[src/rtl/mbt_pkg.sv]
package mbt_pkg;

   // CPU write targets
   typedef enum logic [1:0] {
      SEL_LIMIT  = 2'd0,
      SEL_ENABLE = 2'd1,
      SEL_STATUS = 2'd2,
      SEL_OVF    = 2'd3
   } mbt_sel_e;

   function automatic int idx_width(input int n);
      return (n > 1) ? $clog2(n) : 1;
   endfunction

endpackage

[src/rtl/mbt_tick_counter.sv]
module mbt_tick_counter #(
   parameter int CNT_W = 32
) (
   input  logic             clk,
   input  logic             rst_n,
   input  logic             tick,
   input  logic             ovf_clr,
   output logic [CNT_W-1:0] count,
   output logic             ovf
);

   localparam logic [CNT_W-1:0] ALL_ONES = {CNT_W{1'b1}};

   logic [CNT_W-1:0] count_q;
   logic             ovf_q;
   logic             wrap;

   assign wrap = tick && (count_q == ALL_ONES);

   always_ff @(posedge clk or negedge rst_n) begin
      if (!rst_n) begin
         count_q <= '0;
         ovf_q   <= 1'b0;
      end else begin
         if (tick) begin
            count_q <= count_q + CNT_W'(1);
         end
         // a wrap in the clearing cycle keeps the flag set
         ovf_q <= (ovf_q && !ovf_clr) || wrap;
      end
   end

   assign count = count_q;
   assign ovf   = ovf_q;

   // the counter only moves on a tick
   p_count_moves_r1: assert property (@(posedge clk) disable iff (!rst_n)
      !$stable(count_q) |-> $past(tick));

   // the flag only rises after a step out of all ones
   p_ovf_needs_wrap_r9: assert property (@(posedge clk) disable iff (!rst_n)
      $rose(ovf_q) |-> ($past(tick) && ($past(count_q) == ALL_ONES)));

endmodule

[src/rtl/mbt_timeout_detect.sv]
module mbt_timeout_detect #(
   parameter int NUM_MB = 32,
   parameter int CNT_W  = 32
) (
   input  logic              clk,
   input  logic              rst_n,
   input  logic [CNT_W-1:0]  count,
   input  logic [CNT_W-1:0]  limit [NUM_MB],
   input  logic [NUM_MB-1:0] enable,
   input  logic [NUM_MB-1:0] arm_set,
   input  logic [NUM_MB-1:0] done,
   input  logic [NUM_MB-1:0] grant,
   output logic [NUM_MB-1:0] hit
);

   for (genvar g = 0; g < NUM_MB; g++) begin : g_mb
      logic armed_q;

      always_ff @(posedge clk or negedge rst_n) begin
         if (!rst_n) begin
            armed_q <= 1'b0;
         end else if (arm_set[g]) begin
            armed_q <= 1'b1;
         end else if (done[g] || grant[g]) begin
            armed_q <= 1'b0;
         end
      end

      // a completion in the detection cycle suppresses the hit
      assign hit[g] = armed_q && enable[g] && !done[g] && (count == limit[g]);

      // a completed mailbox cannot hit on the next cycle
      p_done_disarms_r4: assert property (@(posedge clk) disable iff (!rst_n)
         (done[g] && !arm_set[g]) |=> !hit[g]);
   end

endmodule

[src/rtl/mbt_update_arb.sv]
module mbt_update_arb #(
   parameter int NUM_MB    = 32,
   parameter bit LOW_FIRST = 1'b1
) (
   input  logic              clk,
   input  logic              rst_n,
   input  logic [NUM_MB-1:0] hit,
   input  logic [NUM_MB-1:0] done,
   input  logic              proto_busy,
   input  logic [NUM_MB-1:0] clr,
   output logic [NUM_MB-1:0] grant,
   output logic [NUM_MB-1:0] status
);

   logic [NUM_MB-1:0] pend_q;
   logic [NUM_MB-1:0] status_q;
   logic [NUM_MB-1:0] pick;

   if (LOW_FIRST) begin : g_low_first
      always_comb begin
         pick = '0;
         for (int i = NUM_MB - 1; i >= 0; i--) begin
            if (pend_q[i]) begin
               pick    = '0;
               pick[i] = 1'b1;
            end
         end
      end
   end else begin : g_high_first
      always_comb begin
         pick = '0;
         for (int i = 0; i < NUM_MB; i++) begin
            if (pend_q[i]) begin
               pick    = '0;
               pick[i] = 1'b1;
            end
         end
      end
   end

   // the protocol side owns the update port whenever it asks
   assign grant = proto_busy ? '0 : pick;

   always_ff @(posedge clk or negedge rst_n) begin
      if (!rst_n) begin
         pend_q   <= '0;
         status_q <= '0;
      end else begin
         pend_q   <= (pend_q | hit) & ~done & ~grant;
         status_q <= (status_q & ~clr) | grant;
      end
   end

   assign status = status_q;

   // at most one time-out posted per cycle
   p_grant_onehot_r6: assert property (@(posedge clk) disable iff (!rst_n)
      $onehot0(grant));

   // no status bit rises across a cycle owned by the protocol side
   p_busy_defers_r6: assert property (@(posedge clk) disable iff (!rst_n)
      proto_busy |=> ((status_q & ~$past(status_q)) == '0));

   // a status bit only rises for a time-out that was waiting
   p_rise_from_pend_r3: assert property (@(posedge clk) disable iff (!rst_n)
      ((status_q & ~$past(status_q) & ~$past(pend_q)) == '0));

endmodule

[src/rtl/mbt_timestamp_unit.sv]
module mbt_timestamp_unit #(
   parameter int NUM_MB    = 32,
   parameter int CNT_W     = 32,
   parameter bit LOW_FIRST = 1'b1,
   localparam int IDX_W    = mbt_pkg::idx_width(NUM_MB)
) (
   input  logic              clk,
   input  logic              rst_n,
   input  logic              bit_tick,
   input  logic              comp_valid,
   input  logic [IDX_W-1:0]  comp_idx,
   input  logic              cpu_we,
   input  logic [1:0]        cpu_sel,
   input  logic [IDX_W-1:0]  cpu_idx,
   input  logic [CNT_W-1:0]  cpu_wdata,
   input  logic [IDX_W-1:0]  rd_idx,
   output logic [CNT_W-1:0]  rd_stamp,
   output logic [CNT_W-1:0]  ts_count,
   output logic [NUM_MB-1:0] to_status,
   output logic              to_any,
   output logic              ovf_flag
);

   import mbt_pkg::*;

   if (NUM_MB < 2 || NUM_MB > CNT_W) begin : g_bad_num_mb
      $error("NUM_MB must lie between 2 and CNT_W");
   end
   if (CNT_W < 4) begin : g_bad_cnt_w
      $error("CNT_W must be at least 4");
   end

   mbt_sel_e sel;
   assign sel = mbt_sel_e'(cpu_sel);

   logic [CNT_W-1:0]  count;
   logic [CNT_W-1:0]  limit_q [NUM_MB];
   logic [CNT_W-1:0]  stamp_q [NUM_MB];
   logic [NUM_MB-1:0] en_q;
   logic [NUM_MB-1:0] done;
   logic [NUM_MB-1:0] arm_set;
   logic [NUM_MB-1:0] hit;
   logic [NUM_MB-1:0] grant;
   logic [NUM_MB-1:0] status_clr;
   logic              ovf_clr;

   assign done       = comp_valid ? (NUM_MB'(1) << comp_idx) : '0;
   assign arm_set    = (cpu_we && sel == SEL_LIMIT) ? (NUM_MB'(1) << cpu_idx) : '0;
   assign status_clr = (cpu_we && sel == SEL_STATUS) ? cpu_wdata[NUM_MB-1:0] : '0;
   assign ovf_clr    = cpu_we && (sel == SEL_OVF) && cpu_wdata[0];

   mbt_tick_counter #(.CNT_W(CNT_W)) u_counter (
      .clk     (clk),
      .rst_n   (rst_n),
      .tick    (bit_tick),
      .ovf_clr (ovf_clr),
      .count   (count),
      .ovf     (ovf_flag)
   );

   always_ff @(posedge clk or negedge rst_n) begin
      if (!rst_n) begin
         en_q <= '0;
         for (int i = 0; i < NUM_MB; i++) begin
            limit_q[i] <= '0;
            stamp_q[i] <= '0;
         end
      end else begin
         if (cpu_we && sel == SEL_ENABLE) begin
            en_q <= cpu_wdata[NUM_MB-1:0];
         end
         if (cpu_we && sel == SEL_LIMIT && int'(cpu_idx) < NUM_MB) begin
            limit_q[cpu_idx] <= cpu_wdata;
         end
         if (comp_valid && int'(comp_idx) < NUM_MB) begin
            stamp_q[comp_idx] <= count;
         end
      end
   end

   mbt_timeout_detect #(.NUM_MB(NUM_MB), .CNT_W(CNT_W)) u_detect (
      .clk     (clk),
      .rst_n   (rst_n),
      .count   (count),
      .limit   (limit_q),
      .enable  (en_q),
      .arm_set (arm_set),
      .done    (done),
      .grant   (grant),
      .hit     (hit)
   );

   mbt_update_arb #(.NUM_MB(NUM_MB), .LOW_FIRST(LOW_FIRST)) u_arb (
      .clk        (clk),
      .rst_n      (rst_n),
      .hit        (hit),
      .done       (done),
      .proto_busy (comp_valid),
      .clr        (status_clr),
      .grant      (grant),
      .status     (to_status)
   );

   assign to_any   = |to_status;
   assign ts_count = count;
   assign rd_stamp = stamp_q[rd_idx];

   // the stamp holds the counter value of the completion cycle
   p_stamp_load_r2: assert property (@(posedge clk) disable iff (!rst_n)
      comp_valid |=> (stamp_q[$past(comp_idx)] == $past(count)));

   // a completion never lets its own status bit rise
   p_comp_wins_r5: assert property (@(posedge clk) disable iff (!rst_n)
      comp_valid |=> !(to_status[$past(comp_idx)] && !$past(to_status[comp_idx])));

endmodule

[config.mk]
export PLATFORM = sky130hd
export DESIGN_NAME = mbt_timestamp_unit
export DESIGN_NICKNAME = d
export VERILOG_FILES = /design/src/rtl/mbt_pkg.sv /design/src/rtl/mbt_tick_counter.sv /design/src/rtl/mbt_timeout_detect.sv /design/src/rtl/mbt_update_arb.sv /design/src/rtl/mbt_timestamp_unit.sv
export SDC_FILE = /design/constraint.sdc
export NUM_CORES = 2
export LEC_CHECK = 0
export BUFFER_PORTS_ARGS = -buffer_cell sky130_fd_sc_hd__buf_2
export CORE_MARGIN = 4
export CORE_UTILIZATION = 40
export CTS_CLUSTER_SIZE = 14
export DETAILED_ROUTE_END_ITERATION = 10
export PLACE_DENSITY = 0.55
export SETUP_SLACK_MARGIN = 0.5
export SYNTH_ARGS = -nofsm -noshare
export SYNTH_HDL_FRONTEND = slang
export SYNTH_SLANG_ARGS = --single-unit
export TNS_END_PERCENT = 50
[constraint.sdc]
create_clock -name clk -period 4 [get_ports clk]
set_input_delay 0.4 -clock clk [delete_from_list [all_inputs] [get_ports clk]]
set_output_delay 0.4 -clock clk [all_outputs]
set_load 0.1 [all_outputs]
==> flow_summary.yaml <==
run_status:
  status: "finished, final reports clean"
grt:
  grt_pass1_wl_mm: 509.9
  grt_usage: 0.2667
  antenna_found_initial: 38
  grt_pass1_vias: 66750
  grt-ovfl-total: 0
  grt_max_degree: 173
cts:
  cts_made_buffers: 237
  clkSinkCount: 2209
  cts_tree: "built"
  root_buffer: "clkbuf_16"
  cts_max_path_buffers: 3
  clock_latency_ns: 0.88
  path_clk_slew_ns: 0.06
  cts_max_level: 4
  cts_setup_buffers: 0
final_layout:
  final_nets: 7621
  syn2layout_area_growth_pct: 14.26
  final_cells: 11150
  seqCellArea_sq_mm: 0.05540
  drive_gt1_frac: 0.4167
  fin_util: 0.4610
  multi_input_area_sq_mm: 0.04493
  fillCellCount: 22710
critical_path:
  cp.required_ns: 3.60
  rrSetupSlack_ns: 0.94
  reg2reg_to: "u_detect.g_mb[23].armed_q"
  rr_startpoint: "u_arb.pend_q[11]"
  cp-end-kind: "output pin"
  worstPathArrival_ns: 2.99
  reg2reg_depth: 5
  cp-start-kind: "register"
  cp-endpoint: "to_any"
  cp-startpoint: "u_arb.status[13]"
  cp_max_fo: 3
  path_class: "register to output pin"
routing:
  drt_iter0_markers: 5469
  wl_per_cell_um: 31.91
  routed_wl_mm: 355.9
  drc: 0
  via_count: 65140
  wl_met3_mm: 21.99
  drt.antenna.violating_nets: 0
  drt_first_pass_iters: 5
  wl_met2_mm: 165.9
  vias_per_cell: 5.842
  top_layer: "met5"
  met1_length_mm: 156.7
synthesis:
  syn_nets: 7510
  synth_cell_types: 61
  synth_top_family_by_area: "multiplexers"
  synth_compound_area_frac: 0.01793
  avgSynthCellArea_sq_um: 13.80
  syn_area_sq_mm: 0.1029
  synth-adder-area-share: 0.0001216
  ys_ff_latch: 2209
  synthArstFlopShare: 1.000
  synthMuxAreaShare: 0.2778
  synth-xor-area-share: 0.08953
  synth_edf_count: 0
  synthSimpleGateAreaFrac: 0.04940
  yosysWarnings: 0
  synth_ff_type: "dfrtp_1"
  ys_seq_area_frac: 0.5371
  netlist_instances: 7455
sta:
  hold_ws_ns: 0.09542
  worstMarginPinSlew_ns: 1.404
  period_needed_ns: 3.392
  fin_tns_setup_ns: 0
  finClkSkew_ns: 0.05125
  rsz0062_at_grt: "no"
  slew_viol_final: 0
  period_share: 0.8480
  final-hold-violation-count: 0
  clock.fmax_ghz: 0.2948
  final-setup-viol-count: 0
  max_slew_margin: 0.06433
floorplan:
  die-area_sq_mm: 0.2655
  fp.coreArea_sq_mm: 0.2551
  rows: 185
  start_util: 0.4034
  die_y_um: 515.2
  io_pins: 152
  dieWidth_um: 515.2
place:
  place_hpwl_mm: 217.3
  place_congestion: 0.8332
  numPortBuffers: 151
  place_inst: 10690
hold_path:
  min_path_cells: 4
  hold_path.class: "primary input to register"
power:
  power_density_mw_per_mm2: 490.4
  power.total_w: 0.05766
  vdd_drop_max_v: 0.0004928
  cellLeakagePower_nw: 57.27
flow_run:
  drv_cap: 0
==> cells in the final DEF (no fill, tap or decap), types with 11 or more instances in the layout <==
cell type,count
mux2_2,1970
clkbuf_16,237
mux4_2,256
nor2_1,26
dfrtp_1,2177
nor4_1,141
nand4_1,176
diode_2,16
mux2i_1,64
nor4b_1,15
a22oi_1,32
xor2_1,472
buf_12,81
a32o_1,13
clkbuf_8,78
buf_2,118
nand2_1,392
buf_4,324
nand2_2,19
clkinv_2,33
xnor2_1,580
nand3_1,52
and3_1,12
o21ai_0,70
a221oi_1,32
clkbuf_1,56
a22o_1,32
and2_1,14
bufinv_16,16
nor3_1,33
a21oi_1,34
dfrtp_4,32
a21o_1,11
==> final cells by class <==
cell class	instances	share of cell area
multi-input combinational	4578	0.3821
tap	3366	0.03582
sequential	2209	0.4711
clock buffer	371	0.06135
timing repair buffer	530	0.04018
antenna	16	0.0003405
inverter	10	0.0003192
clock inverter	71	0.008800
==> cell families (layout without fill, tap and decap cells) <==
kind of cell,Yosys count,after routing
buf+inv,668,982
mux,2290,2290
xor+xnor,1052,1052
other cells,0,16
compound gates,265,265
simple gates,970,970
fa+ha+maj,1,1
flops,2209,2209
==> where the power goes <==
part	total [W]	internal, W	switching (W)
clock	0.0231	0.0134	0.00964
combinational	0.00881	0.00374	0.00507
sequential	0.0258	0.0241	0.00165
==> per-stage QoR <==
| step | cell area, sq um | worst slack (ns) |
|---|---|---|
| 6_report | 117600 | 0.6082 |
| 5_1_grt | 117600 | 0.5218 |
| 4_1_cts | 117500 | 0.5638 |
| 3_5_place_dp | 109200 | 0.6669 |
| 3_3_place_gp | 109200 | 0.6966 |
| 2_1_floorplan | 102900 | 0.5805 |
==> routing by layer <==
metal | track usage | vias up
met5 | 0 | -
met4 | 0.07584 | 8
met3 | 0.03984 | 560
met2 | 0.4260 | 2189
met1 | 0.3785 | 35640
li1 | - | 26740
==> what timing repair did <==
action | 4_1_cts | 5_1_grt
endpoints found under the setup margin | 1 | 0
hold buffers | 5 | 0
hold endpoints to repair | 61 | 0
gates resized for setup | 2 | 0
==> critical path: stages, from the launching register on <==
cell and delay (ns):
dfrtp_1 0.56, nor4_2 0.58, nand4_1 0.23, or2_2 0.41, buf_2 0.32
==> how the worst min path moves through the flow <==
stage / startpoint / slack, ns / end
after floorplan: rst_n / 0.10 / en_q[0]
after global routing: comp_idx[0] / 0.06 / u_arb.pend_q[2]
final: comp_idx[0] / 0.1 / u_arb.pend_q[2]
after global placement: stamp_q[406] / 0.45 / stamp_q[406]
after detailed placement: stamp_q[388] / 0.46 / stamp_q[388]
after CTS: comp_idx[0] / 0.03 / u_arb.pend_q[2]
==> cells in the mapped netlist (4+ instances only) <==
cell      instances  area (sq um)
dfrtp_1        2209         55280
mux2_2         1970         22180
xnor2_1         580          5080
xor2_1          472          4134
nand2_1         400          1501
clkbuf_1        303          1137
buf_2           284          1421
mux4_2          256          5766
nand4_1         176          1101
nor4_1          143         894.6
o21ai_0          70         350.3
buf_1            64         240.2
mux2i_1          64         640.6
nand3_1          56         280.3
a21oi_1          34         170.2
nor2_1           33         123.9
nor3_1           33         165.2
a221oi_1         32         280.3
a22o_1           32         280.3
a22oi_1          32         240.2
and2_1           16         100.1
nor4b_1          15         131.4
nand2_2          14         87.58
a32o_1           13         130.1
and3_1           12         75.07
a21o_1           11         82.58
a31o_2           10         87.58
and4_1           10         87.58
inv_1            10         37.54
nand4b_1         10         87.58
nor2b_1           8         50.05
o22ai_1           8         50.05
buf_4             7         52.55
nor3_2            7         70.07
nand2b_1          6         37.54
o211ai_1          5         37.54
o31ai_1           5         37.54
nand3b_1          4         30.03
nor3b_1           4         30.03
==> registers in the layout, summed over array words and instances, names as in the netlist <==
name / flops
u_counter.ovf: 1
limit_q: 1024
stamp_q: 1024
u_arb.status: 32
u_detect.g_mb.armed_q: 32
u_counter.count: 32
en_q: 32
u_arb.pend_q: 32
(Power assumes the default switching activity.)
